==> src/rtl/s1pg_pkg.sv <==
package s1pg_pkg;
    localparam int LVL_W = 2;
    localparam int AP_W  = 2;

    typedef enum logic [LVL_W-1:0] {
        LVL0 = 2'd0,
        LVL1 = 2'd1,
        LVL2 = 2'd2,
        LVL3 = 2'd3
    } exc_level_e;

    typedef enum logic {
        RGM_SINGLE = 1'b0,
        RGM_SPLIT  = 1'b1
    } regime_e;

    typedef struct packed {
        logic rd;
        logic wr;
        logic ex;
    } perm_t;
endpackage

==> src/rtl/s1pg_regime.sv <==
module s1pg_regime
    import s1pg_pkg::*;
(
    input  logic [LVL_W-1:0] el,
    input  logic             priv_flag,
    input  logic             user_ovr,
    input  logic             host_ext,
    output logic             is_priv,
    output regime_e          regime
);
    exc_level_e eff_level;

    always_comb begin
        is_priv   = priv_flag && !user_ovr;
        eff_level = is_priv ? exc_level_e'(el) : LVL0;
    end

    always_comb begin
        unique case (eff_level)
            LVL0, LVL1: regime = RGM_SPLIT;
            LVL2:       regime = host_ext ? RGM_SPLIT : RGM_SINGLE;
            LVL3:       regime = RGM_SINGLE;
            default:    regime = RGM_SINGLE;
        endcase
    end
endmodule

==> src/rtl/s1pg_perm_table.sv <==
module s1pg_perm_table
    import s1pg_pkg::*;
(
    input  logic [AP_W-1:0] ap,
    input  logic            xn,
    input  logic            pxn,
    input  logic            is_priv,
    input  regime_e         regime,
    output perm_t           perm
);
    logic p_rd, p_wr, u_rd, u_wr, p_ex, u_ex;

    always_comb begin
        p_rd = 1'b1;
        unique case (ap)
            2'b00: begin p_wr = 1'b1; u_rd = 1'b0; u_wr = 1'b0; end
            2'b01: begin p_wr = 1'b1; u_rd = 1'b1; u_wr = 1'b1; end
            2'b10: begin p_wr = 1'b0; u_rd = 1'b0; u_wr = 1'b0; end
            2'b11: begin p_wr = 1'b0; u_rd = 1'b1; u_wr = 1'b0; end
            default: begin p_wr = 1'b0; u_rd = 1'b0; u_wr = 1'b0; end
        endcase
        p_ex = !(pxn || u_wr);
        u_ex = !xn;
    end

    always_comb begin
        unique case (regime)
            RGM_SPLIT: begin
                perm.rd = is_priv ? p_rd : u_rd;
                perm.wr = is_priv ? p_wr : u_wr;
                perm.ex = is_priv ? p_ex : u_ex;
            end
            RGM_SINGLE: begin
                perm.rd = 1'b1;
                perm.wr = !ap[AP_W-1];
                perm.ex = !xn;
            end
            default: perm = '0;
        endcase
    end
endmodule

==> src/rtl/s1pg_grant_sel.sv <==
module s1pg_grant_sel
    import s1pg_pkg::*;
(
    input  perm_t perm,
    input  logic  wxn,
    input  logic  el3_present,
    input  logic  sec_state,
    input  logic  entry_ns,
    input  logic  sec_fetch_lock,
    input  logic  acc_wr,
    input  logic  acc_ex,
    input  logic  acc_atomic,
    output logic  ex_final,
    output logic  grant_c
);
    logic fetch_blocked;

    always_comb begin
        fetch_blocked = el3_present && sec_state && entry_ns && sec_fetch_lock;
        ex_final      = perm.ex && !(wxn && perm.wr) && !fetch_blocked;
        if (acc_ex)          grant_c = ex_final;
        else if (acc_atomic) grant_c = perm.rd && perm.wr;
        else if (acc_wr)     grant_c = perm.wr;
        else                 grant_c = perm.rd;
    end
endmodule

==> src/rtl/s1_perm_gate.sv <==
module s1_perm_gate
    import s1pg_pkg::*;
(
    input  logic             clk,
    input  logic             rst,
    input  logic             in_valid,
    input  logic [AP_W-1:0]  ap,
    input  logic             xn,
    input  logic             pxn,
    input  logic             wxn,
    input  logic [LVL_W-1:0] el,
    input  logic             priv_flag,
    input  logic             user_ovr,
    input  logic             host_ext,
    input  logic             sec_state,
    input  logic             entry_ns,
    input  logic             sec_fetch_lock,
    input  logic             el3_present,
    input  logic             acc_rd,
    input  logic             acc_wr,
    input  logic             acc_ex,
    input  logic             acc_atomic,
    output logic             out_valid,
    output logic             grant,
    output logic             rd_perm
);
    logic    is_priv;
    regime_e regime;
    perm_t   perm;
    logic    ex_final;
    logic    grant_c;
    logic    rd_unused;

    assign rd_unused = acc_rd;

    s1pg_regime u_regime (
        .el        (el),
        .priv_flag (priv_flag),
        .user_ovr  (user_ovr),
        .host_ext  (host_ext),
        .is_priv   (is_priv),
        .regime    (regime)
    );

    s1pg_perm_table u_table (
        .ap      (ap),
        .xn      (xn),
        .pxn     (pxn),
        .is_priv (is_priv),
        .regime  (regime),
        .perm    (perm)
    );

    s1pg_grant_sel u_sel (
        .perm           (perm),
        .wxn            (wxn),
        .el3_present    (el3_present),
        .sec_state      (sec_state),
        .entry_ns       (entry_ns),
        .sec_fetch_lock (sec_fetch_lock),
        .acc_wr         (acc_wr),
        .acc_ex         (acc_ex),
        .acc_atomic     (acc_atomic),
        .ex_final       (ex_final),
        .grant_c        (grant_c)
    );

    always_ff @(posedge clk) begin
        if (rst) begin
            out_valid <= 1'b0;
            grant     <= 1'b0;
            rd_perm   <= 1'b0;
        end else begin
            out_valid <= in_valid;
            if (in_valid) begin
                grant   <= grant_c;
                rd_perm <= perm.rd;
            end
        end
    end

    AST_RESET_CLEARS: assert property (@(posedge clk)
        rst |=> (!out_valid && !grant && !rd_perm));
    AST_VALID_ONE_CYCLE: assert property (@(posedge clk) disable iff (rst)
        in_valid |=> out_valid);
    AST_NO_SPURIOUS_VALID: assert property (@(posedge clk) disable iff (rst)
        !in_valid |=> !out_valid);
    AST_HOLD_WHEN_IDLE: assert property (@(posedge clk) disable iff (rst)
        !in_valid |=> ($stable(grant) && $stable(rd_perm)));
    AST_UWRITE_NO_PEXEC: assert property (@(posedge clk) disable iff (rst)
        (regime == RGM_SPLIT && is_priv && ap == 2'b01) |-> !ex_final);
    AST_WXN_NO_EXEC: assert property (@(posedge clk) disable iff (rst)
        (wxn && perm.wr) |-> !ex_final);
    AST_SEC_FETCH_DENY: assert property (@(posedge clk) disable iff (rst)
        (in_valid && acc_ex && el3_present && sec_state && entry_ns && sec_fetch_lock)
        |=> !grant);
    AST_EXEC_PRIORITY: assert property (@(posedge clk) disable iff (rst)
        (in_valid && acc_ex) |=> (grant == $past(ex_final)));
    AST_UNPRIV_SPLIT: assert property (@(posedge clk) disable iff (rst)
        !is_priv |-> (regime == RGM_SPLIT));
endmodule

==> config.mk <==
export PLATFORM = sky130hd
export DESIGN_NAME = s1_perm_gate
export DESIGN_NICKNAME = d
export VERILOG_FILES = /design/src/rtl/s1pg_pkg.sv /design/src/rtl/s1pg_regime.sv /design/src/rtl/s1pg_perm_table.sv /design/src/rtl/s1pg_grant_sel.sv /design/src/rtl/s1_perm_gate.sv
export SDC_FILE = /design/constraint.sdc
export NUM_CORES = 1
export LEC_CHECK = 0
export ABC_AREA = 1
export BUFFER_PORTS_ARGS = -buffer_cell sky130_fd_sc_hd__buf_2
export CAP_MARGIN = 10
export CORE_AREA = 2 2 39 41
export CTS_CLUSTER_DIAMETER = 120
export CTS_CLUSTER_SIZE = 28
export DETAILED_ROUTE_END_ITERATION = 8
export DIE_AREA = 0 0 41 43
export PLACE_DENSITY_LB_ADDON = 0.25
export SETUP_SLACK_MARGIN = 0.15
export SLEW_MARGIN = 10
export SYNTH_ARGS = -nofsm -noshare
export SYNTH_HDL_FRONTEND = slang
export SYNTH_SLANG_ARGS = --single-unit
==> constraint.sdc <==
create_clock -name clk -period 0.8 [get_ports clk]
set_clock_uncertainty 0.05 [all_clocks]
set_input_delay 0.04 -clock clk [delete_from_list [all_inputs] [get_ports clk]]
set_output_delay 0.04 -clock clk [all_outputs]
set_load 0.01 [all_outputs]
==> results.ini, run 1 <==
[outcome]
status=finished with violations
violations=negative hold slack

[placed_design]
place_ws_ns=0.0617
place.gp.congestion=0.636
port_buffers=22
dpl.hpwl_um=462

[setup_path]
crit_required_ns=0.71
cp.arrival_ns=0.65
cp_cell_sequence=buf_6
cp_slowest_cell=dfxtp_2
reg2regPathDepth=4
path_class=reg -> out
max_stage_delay_ns=0.31
r2r-start=rd_perm
rr_endpoint=rd_perm
r2r_setup_slack_ns=0.10
critical_path.endpoint_type=output pin
worst-path-max-fanout=2
crit_family=flip-flops
cp_num_buf_inv=1
cp-start-kind=register

[min_path]
hp-start=rst
holdCritPathClass=in -> reg
hold_depth=2
hold-path-endpoint=out_valid

[route]
firstDrtPassIters=4
detail_route.wl_per_cell_um=6.93
ant_nets=0
vias=294
wirelength_um=527
via_per_inst=3.87
first_iter_violations=5
drc=0

[synthesis]
yosysWarnings=0
synth_top_area_share_pct=28.6
synth_area_um2=210
synth.distinct_cells=13
synth_nets=55
synth_area_leaders=dfxtp_1 (29%), inv_1 (13%), nand2_1 (11%)
ys_seq_elements=3
synth.avg_cell_area_um2=6.18
yosysTopAreaCell=dfxtp_1
syn_inst=34
yosysSeqAreaShare_pct=28.6

[timing]
fmax_mhz=1350
hold_slack_ns=-0.0507
setup_ws_ns=0.0578
rsz0062_at_grt=yes
hold_viol=1
fin_setup_tns_ns=0
relSlewSlack_pct=89.2
worstMarginPinSlew_ns=0.161
setup_viol=0
final_max_slew_viol_count=0
period_share_pct=92.8
fin_crit_ns=0.742

[clock_network]
clk_pin_slew_ns=0.03
clock_path_buffers=2
cts_tree=done
clock-sinks=3
cts_setup_buffers=0
root_buffer=clkbuf_4
cts_made_buffers=3
h-tree-depth=1
insertion_delay_ns=0.23

[cells_and_area]
area_delta_synth_final_pct=81.5
nets=82
drive_gt1_share_pct=53.3
diodes=0
fin_util_pct=27.6
nFillCells=167

[global_route]
grt_remaining_overflow=0
grt_pass1_vias=249
antenna_found_initial=0
grt_max_degree=5
grt.total_usage_pct=7.70
grt_pass1_wl_um=841

[power]
powerDensity_nw_per_um2=1460
ir_drop_mv=0.265
finalPower_uw=556
power.leakage_uw=0.000226

[floorplanning]
coreArea_um2=1380
die_w_um=41
die-area_um2=1760
die_h_um=43
initial_core_util_pct=15.2
fp-row-count=14
io-pin-count=24

[run]
maxCapViolCount=0

-- routing by layer --
layer | wire length, µm | GRT usage, % | up-vias
li1 | - | - | 156
met1 | 199 | 7.62 | 119
met2 | 240 | 10.0 | 15
met3 | 56 | 3.14 | 4
met4 | 29 | 10.0 | 0
met5 | 0 | 0 | -
-- report_power, final --
group	switching, µW	leakage [µW]	internal (µW)	total [µW]
Sequential	5.27	0.0000255	163	168
Combinational	56.8	0.000185	72.7	130
Clock	72.4	0.0000150	186	259
-- kinds of logic (layout without fill, tap and decap cells) --
kind of cell / Yosys count / in the layout / synth area share, %
simple gates: 15 / 15 / 32.1
compound gates: 8 / 8 / 25.0
flops: 3 / 3 / 28.6
buf+inv: 8 / 34 / 14.3
-- repair_timing --
item | 4_1_cts | 5_1_grt
endpoints found under the setup margin | 4 | 5
resized for setup | 3 | 0
hold endpoints to repair | 1 | 1
pin swaps | 0 | 0
-- how the worst max path moves through the flow --
| stage | start | endpoint | slack (ns) | cells past startpoint |
|---|---|---|---|---|
| 2_1_floorplan | rd_perm | rd_perm | 0.11 | 4 |
| 3_3_place_gp | user_ovr | grant | 0.06 | 7 |
| 3_5_place_dp | user_ovr | grant | 0.06 | 7 |
| 4_1_cts | grant | grant | 0.05 | 1 |
| 5_1_grt | out_valid | out_valid | 0.03 | 1 |
| 6_report | rd_perm | rd_perm | 0.06 | 1 |
-- sequential cells by signal, summed over array words and instances (netlist names) --
register and flops:
out_valid 1, rd_perm 1, grant 1
-- per-stage QoR --
step           instance area (µm²)  hold slack (ns)  std cells
5_1_grt                        382          -0.0501         76
6_report                       382          -0.0507         76
4_1_cts                        382          -0.0576         76
3_3_place_gp                   342            0.186         72
2_1_floorplan                  211           0.0624         34
3_5_place_dp                   342            0.188         72
-- area by class of cell --
class	count	area, µm²	share of cell area, %
clock buffers	4	26.3	6.89
inverters	8	30.0	7.87
multi-input cells	23	120	31.5
flip-flops and latches	3	62.6	16.4
well taps	16	20.0	5.25
repair buffers	22	123	32.1
-- cell usage in the layout, fill, tap and decap left out --
master,instances
o21ai_0,2
nand3_1,2
o21ai_2,1
buf_6,2
nand2_1,6
a21oi_2,1
dfxtp_1,1
nor2_1,4
inv_2,1
dfxtp_2,2
clkbuf_1,1
o21bai_1,2
o21ai_1,1
nand2_2,2
inv_1,7
a21oi_1,1
clkbuf_4,3
nand3b_1,1
buf_2,20
-- cell usage after synthesis --
cell      n
a21oi_1   1
a21oi_2   1
dfxtp_1   3
inv_1     7
inv_2     1
nand2_1   6
nand2_2   2
nand3_1   2
nand3b_1  1
nor2_1    4
o21ai_0   3
o21ai_2   1
o21bai_1  2
Note: power is estimated with default switching activity, not from simulation.
==> run 2, diff against run 1 <==
Settings changed: REMOVE_ABC_BUFFERS set to 1.
==> run 2 against run 1 <==
  * The run still ends with negative hold slack left
  * Worst setup slack hardly changed
  * Sequential power hardly changed
  * Register-to-register slack hardly changed
  * Fmax hardly changed
  * Sequential cell count stayed put
  * First-iteration DRC count stayed put
  * Critical path depth stayed put
  * Non-clock buffer count stayed put
  * Combinational power hardly changed
  * Via count is 1.7% lower
  * Count of clock-buffer cells in the layout stayed put
  * Worst hold slack worse by 0.0035 ns
  * Critical endpoint is now grant
  * Largest cell class unchanged
  * Largest power group unchanged
  * Highest routed layer is now met3
==> results.ini, run 2 (synthesized netlist as in run 1, its figures left out) <==
[clock_network]
cts_tree=done
cts_made_buffers=3
root_buffer=clkbuf_4
clk_pin_slew_ns=0.04
clock-sinks=3
insertion_delay_ns=0.23
h-tree-depth=1
clock_path_buffers=2

[placed_design]
dpl.hpwl_um=474
place.gp.congestion=0.641
port_buffers=22

[power]
powerDensity_nw_per_um2=1440
ir_drop_mv=0.235
combPwrFrac_pct=23.7
p_sw_uw=137
seqPwrFrac_pct=30.1
clkPwrFrac_pct=46.3
internal_power_uw=425
p_sw_share_pct=24.3
power.leakage_uw=0.000228

[timing]
worstMarginPinSlew_ns=0.152
final_max_slew_viol_count=0
hold_slack_ns=-0.0542
fin_setup_tns_ns=0
hold_viol=1
fmax_mhz=1350
setup_viol=0
fin_crit_ns=0.742
rsz0062_at_grt=yes
period_share_pct=92.7
relSlewSlack_pct=89.8

[outcome]
status=finished with violations
violations=negative hold slack

[global_route]
antenna_found_initial=0
grt.total_usage_pct=6.80
grt_pass1_vias=248
grt_pass1_wl_um=779
grt_remaining_overflow=0
grt_max_degree=5

[route]
wl_met3_um=47
vias=289
ant_nets=0
met2_length_um=270
via_per_inst=3.80
wirelength_um=545
drc=0
detail_route.wl_per_cell_um=7.17
wl_met1_um=227
firstDrtPassIters=4
highest_layer=met3
first_iter_violations=5

[cells_and_area]
nFillCells=160
drive_gt1_share_pct=55.0
layout_commonest_cell=buf_2
nets=82
diodes=0
layout_common_cells=buf_2 (19), inv_1 (7), nand2_1 (6)
area_delta_synth_final_pct=85.1
largestRegisters=grant (1), out_valid (1), rd_perm (1)

[setup_path]
cp_slowest_cell=dfxtp_2
path_class=reg -> out
critical_path.endpoint_type=output pin
worst-path-max-fanout=2
cp_cell_sequence=buf_6
cp_num_buf_inv=1
crit_required_ns=0.71
crit_family=flip-flops
max_stage_delay_ns=0.31
cp.depth=1
reg2regPathDepth=4
cp.arrival_ns=0.65
cp-start-kind=register

[floorplanning]
coreArea_um2=1380
die-area_um2=1760
fp-row-count=14
initial_core_util_pct=15.2
die_w_um=41
io-pin-count=24
die_h_um=43

[min_path]
holdCritPathClass=in -> reg
hold_depth=2

[run]
maxCapViolCount=0

## run 2: cell counts in the layout (fill, tap and decap cells not counted)
No cell type changed its count.
## run 2: per-layer routing
metal / global-route usage [%] / up-vias
met1: 6.67 / 119
li1: - / 157
met5: 0 / -
met3: 1.57 / 0
met2: 10.0 / 13
met4: 8.00 / 0
## run 2: per-stage QoR
step	util (%)	total power [µW]	std cells	setup slack (ns)	instance area [µm²]
CTS	27.6	573	76	0.0473	382
floorplan	-	224	34	0.0852	210
global route	28.1	608	76	0.00694	389
global placement	24.6	288	72	0.0570	340
finish	28.1	562	76	0.0582	389
detailed placement	24.6	289	72	0.0502	340
## run 2: final cells by class
type | instances | area (µm²) | share of cell area (%)
clock buffer | 4 | 26.3 | 6.75
multi-input combinational | 23 | 120 | 30.9
timing repair buffer | 22 | 129 | 33.1
inverter | 8 | 30.0 | 7.72
tap | 16 | 20.0 | 5.14
sequential | 3 | 63.8 | 16.4
## run 2: final timing paths
| path | to | slack (ns) | startpoint |
|---|---|---|---|
| worst min-delay path | out_valid | -0.05 | rst |
| worst max register to register | rd_perm | 0.09 | rd_perm |
| worst min register to register | grant | 0.47 | grant |
| worst max-delay path | grant | 0.06 | grant |
## run 2: repair_timing
item,in CTS,in global routing
pin swaps,1,1
resized for setup,5,2
gates cloned,0,0
endpoints found under the hold margin,1,1
endpoints found under the setup margin,4,5
buffers inserted,0,0
## run 2: power groups by stage
stage / Sequential, µW / Clock, µW / Combinational [µW]
3_5_place_dp: 167 / 0 / 122
4_1_cts: 168 / 274 / 132
2_1_floorplan: 172 / 0 / 51.2
6_report: 169 / 260 / 133
5_1_grt: 170 / 286 / 151
3_3_place_gp: 166 / 0 / 121
## run 2: worst register-to-register path, delay by kind of cell, from the launching register on
kind	cells	cell delay (ns)
buf+inv	1	0.05
simple gates	2	0.13
compound gates	1	0.06
flops	1	0.31
==> run 3, diff against run 2 <==
Clock period 0.8 ns to 0.9 ns, I/O delays scaled along.
==> run 3 against run 2 <==
  * The flow now finishes without violations
  * Utilization increased by 0.90 points
  * Worst hold slack gained 0.097 ns
  * Register-to-register slack gained 0.11 ns
  * Via count up 0.35%
  * Sequential power fell by 11%
  * Count of clock-buffer cells in the layout stayed put
  * Sequential share of layout area shrank 0.51 points
  * Non-clock buffer count up 1
  * First-iteration DRC count down 40%
  * Routed wire length grew 2.6%
  * Critical path type unchanged
  * Largest cell class unchanged
  * Largest power group unchanged
  * Highest routed layer unchanged
==> results.ini, run 3 (synthesized netlist as in run 1, its figures left out) <==
[outcome]
status=completed

[placed_design]
dpl_cell_area_um2=340
port_buffers=22
place.gp.congestion=0.641
dpl.hpwl_um=474
place_ws_ns=0.145

[run]
maxCapViolCount=0

[route]
firstDrtPassIters=4
drc=0
first_iter_violations=3
wirelength_um=559
via_per_inst=3.77
vias=290
detail_route.wl_per_cell_um=7.26
ant_nets=0

[floorplanning]
die_w_um=41
die-area_um2=1760
initial_core_util_pct=15.2
die_h_um=43
io-pin-count=24
fp-row-count=14
coreArea_um2=1380

[cells_and_area]
layout_commonest_cell=buf_2
fin_util_pct=29.0
drive_gt1_share_pct=55.7
nFillCells=162
layout_common_cells=buf_2 (19), inv_1 (7), nand2_1 (6)
nets=83
area_delta_synth_final_pct=91.1
largestRegisters=grant (1), out_valid (1), rd_perm (1)
diodes=0
fin_area_um2=402

[timing]
worstMarginPinSlew_ns=0.152
hold_viol=0
fmax_mhz=1330
fin_setup_tns_ns=0
fin_crit_ns=0.753
final_max_slew_viol_count=0
rsz0062_at_grt=yes
setup_ws_ns=0.147
period_share_pct=83.7
relSlewSlack_pct=89.8
setup_viol=0

[power]
seqPwrFrac_pct=29.9
power.leakage_uw=0.000232
p_sw_uw=123
clkPwrFrac_pct=45.9
p_sw_share_pct=24.4
internal_power_uw=381
ir_drop_mv=0.210
powerDensity_nw_per_um2=1260
combPwrFrac_pct=24.2

[global_route]
grt.total_usage_pct=7.00
use_met1_pct=6.67
grt_pass1_wl_um=807
grt_max_degree=5
grt_pass1_vias=255
use_met2_pct=10.6
grt.met3_usage_pct=1.57
antenna_found_initial=0
top_usage_layer=met2
grt_remaining_overflow=0

[setup_path]
path_class=reg -> out
crit_family=flip-flops
critical_path.endpoint_type=output pin
cp_cell_sequence=buf_6
cp.arrival_ns=0.66
max_stage_delay_ns=0.32
cp_slowest_cell=dfxtp_2
crit_required_ns=0.81
cp-start-kind=register
worst-path-max-fanout=2
cp_num_buf_inv=1

[clock_network]
cts_made_buffers=3
clock-sinks=3
root_buffer=clkbuf_4
insertion_delay_ns=0.23
cts_tree=done
h-tree-depth=1
clock_path_buffers=2
clk_pin_slew_ns=0.04
cts_setup_buffers=0

[min_path]
holdCritPathClass=in -> reg

## run 3: cell types whose count changed in the layout (fill, tap and decap cells not counted)
| cell | before | now |
|---|---|---|
| dlygate4sd3_1 | 0 | 1 |
| nor2_1 | 4 | 3 |
| nor2_2 | 0 | 1 |
## run 3: path summary, 6_finish.rpt
kind                  from   endpoint  slack, ns  cells past startpoint
setup reg to reg   rd_perm    rd_perm       0.20                      4
setup / recovery   rd_perm    rd_perm       0.15                      1
hold reg to reg      grant      grant       0.46                      2
hold / removal    in_valid  out_valid       0.04                      3
## run 3: what timing repair did
| item | 4_1_cts | 5_1_grt |
|---|---|---|
| endpoints found under the setup margin | 2 | 4 |
| gates resized for setup | 4 | 4 |
| pin swaps | 0 | 1 |
| endpoints found under the hold margin | 1 | 0 |
| hold buffers | 1 | 0 |
## run 3: layout make-up
type                    count  area, µm²  area share [%]
repair buffers             23        139            34.6
inverters                   8       30.0            7.48
clock buffers               4       26.3            6.54
flip-flops and latches      3       63.8            15.9
multi-input cells          23        123            30.5
well taps                  16       20.0            4.98
## run 3: per-layer routing
layer,part of all wire (%),up-vias
met3,7.7,0
li1,-,160
met4,0,0
met2,50,11
met5,0,-
met1,42,119
## run 3: per-stage QoR
stage | instances | total power (µW) | hold WS, ns
after global routing | 77 | 546 | 0.0529
after detailed placement | 72 | 257 | 0.193
after CTS | 77 | 512 | 0.0268
after floorplan | 34 | 199 | 0.0673
after global placement | 72 | 256 | 0.188
final | 77 | 505 | 0.0424
## run 3: power by group through the flow
stage	clock [µW]	sequential (µW)	combinational (µW)
finish	232	151	122
global route	254	152	139
CTS	243	149	120
detailed placement	0	148	109
global placement	0	148	108
floorplan	0	153	45.5
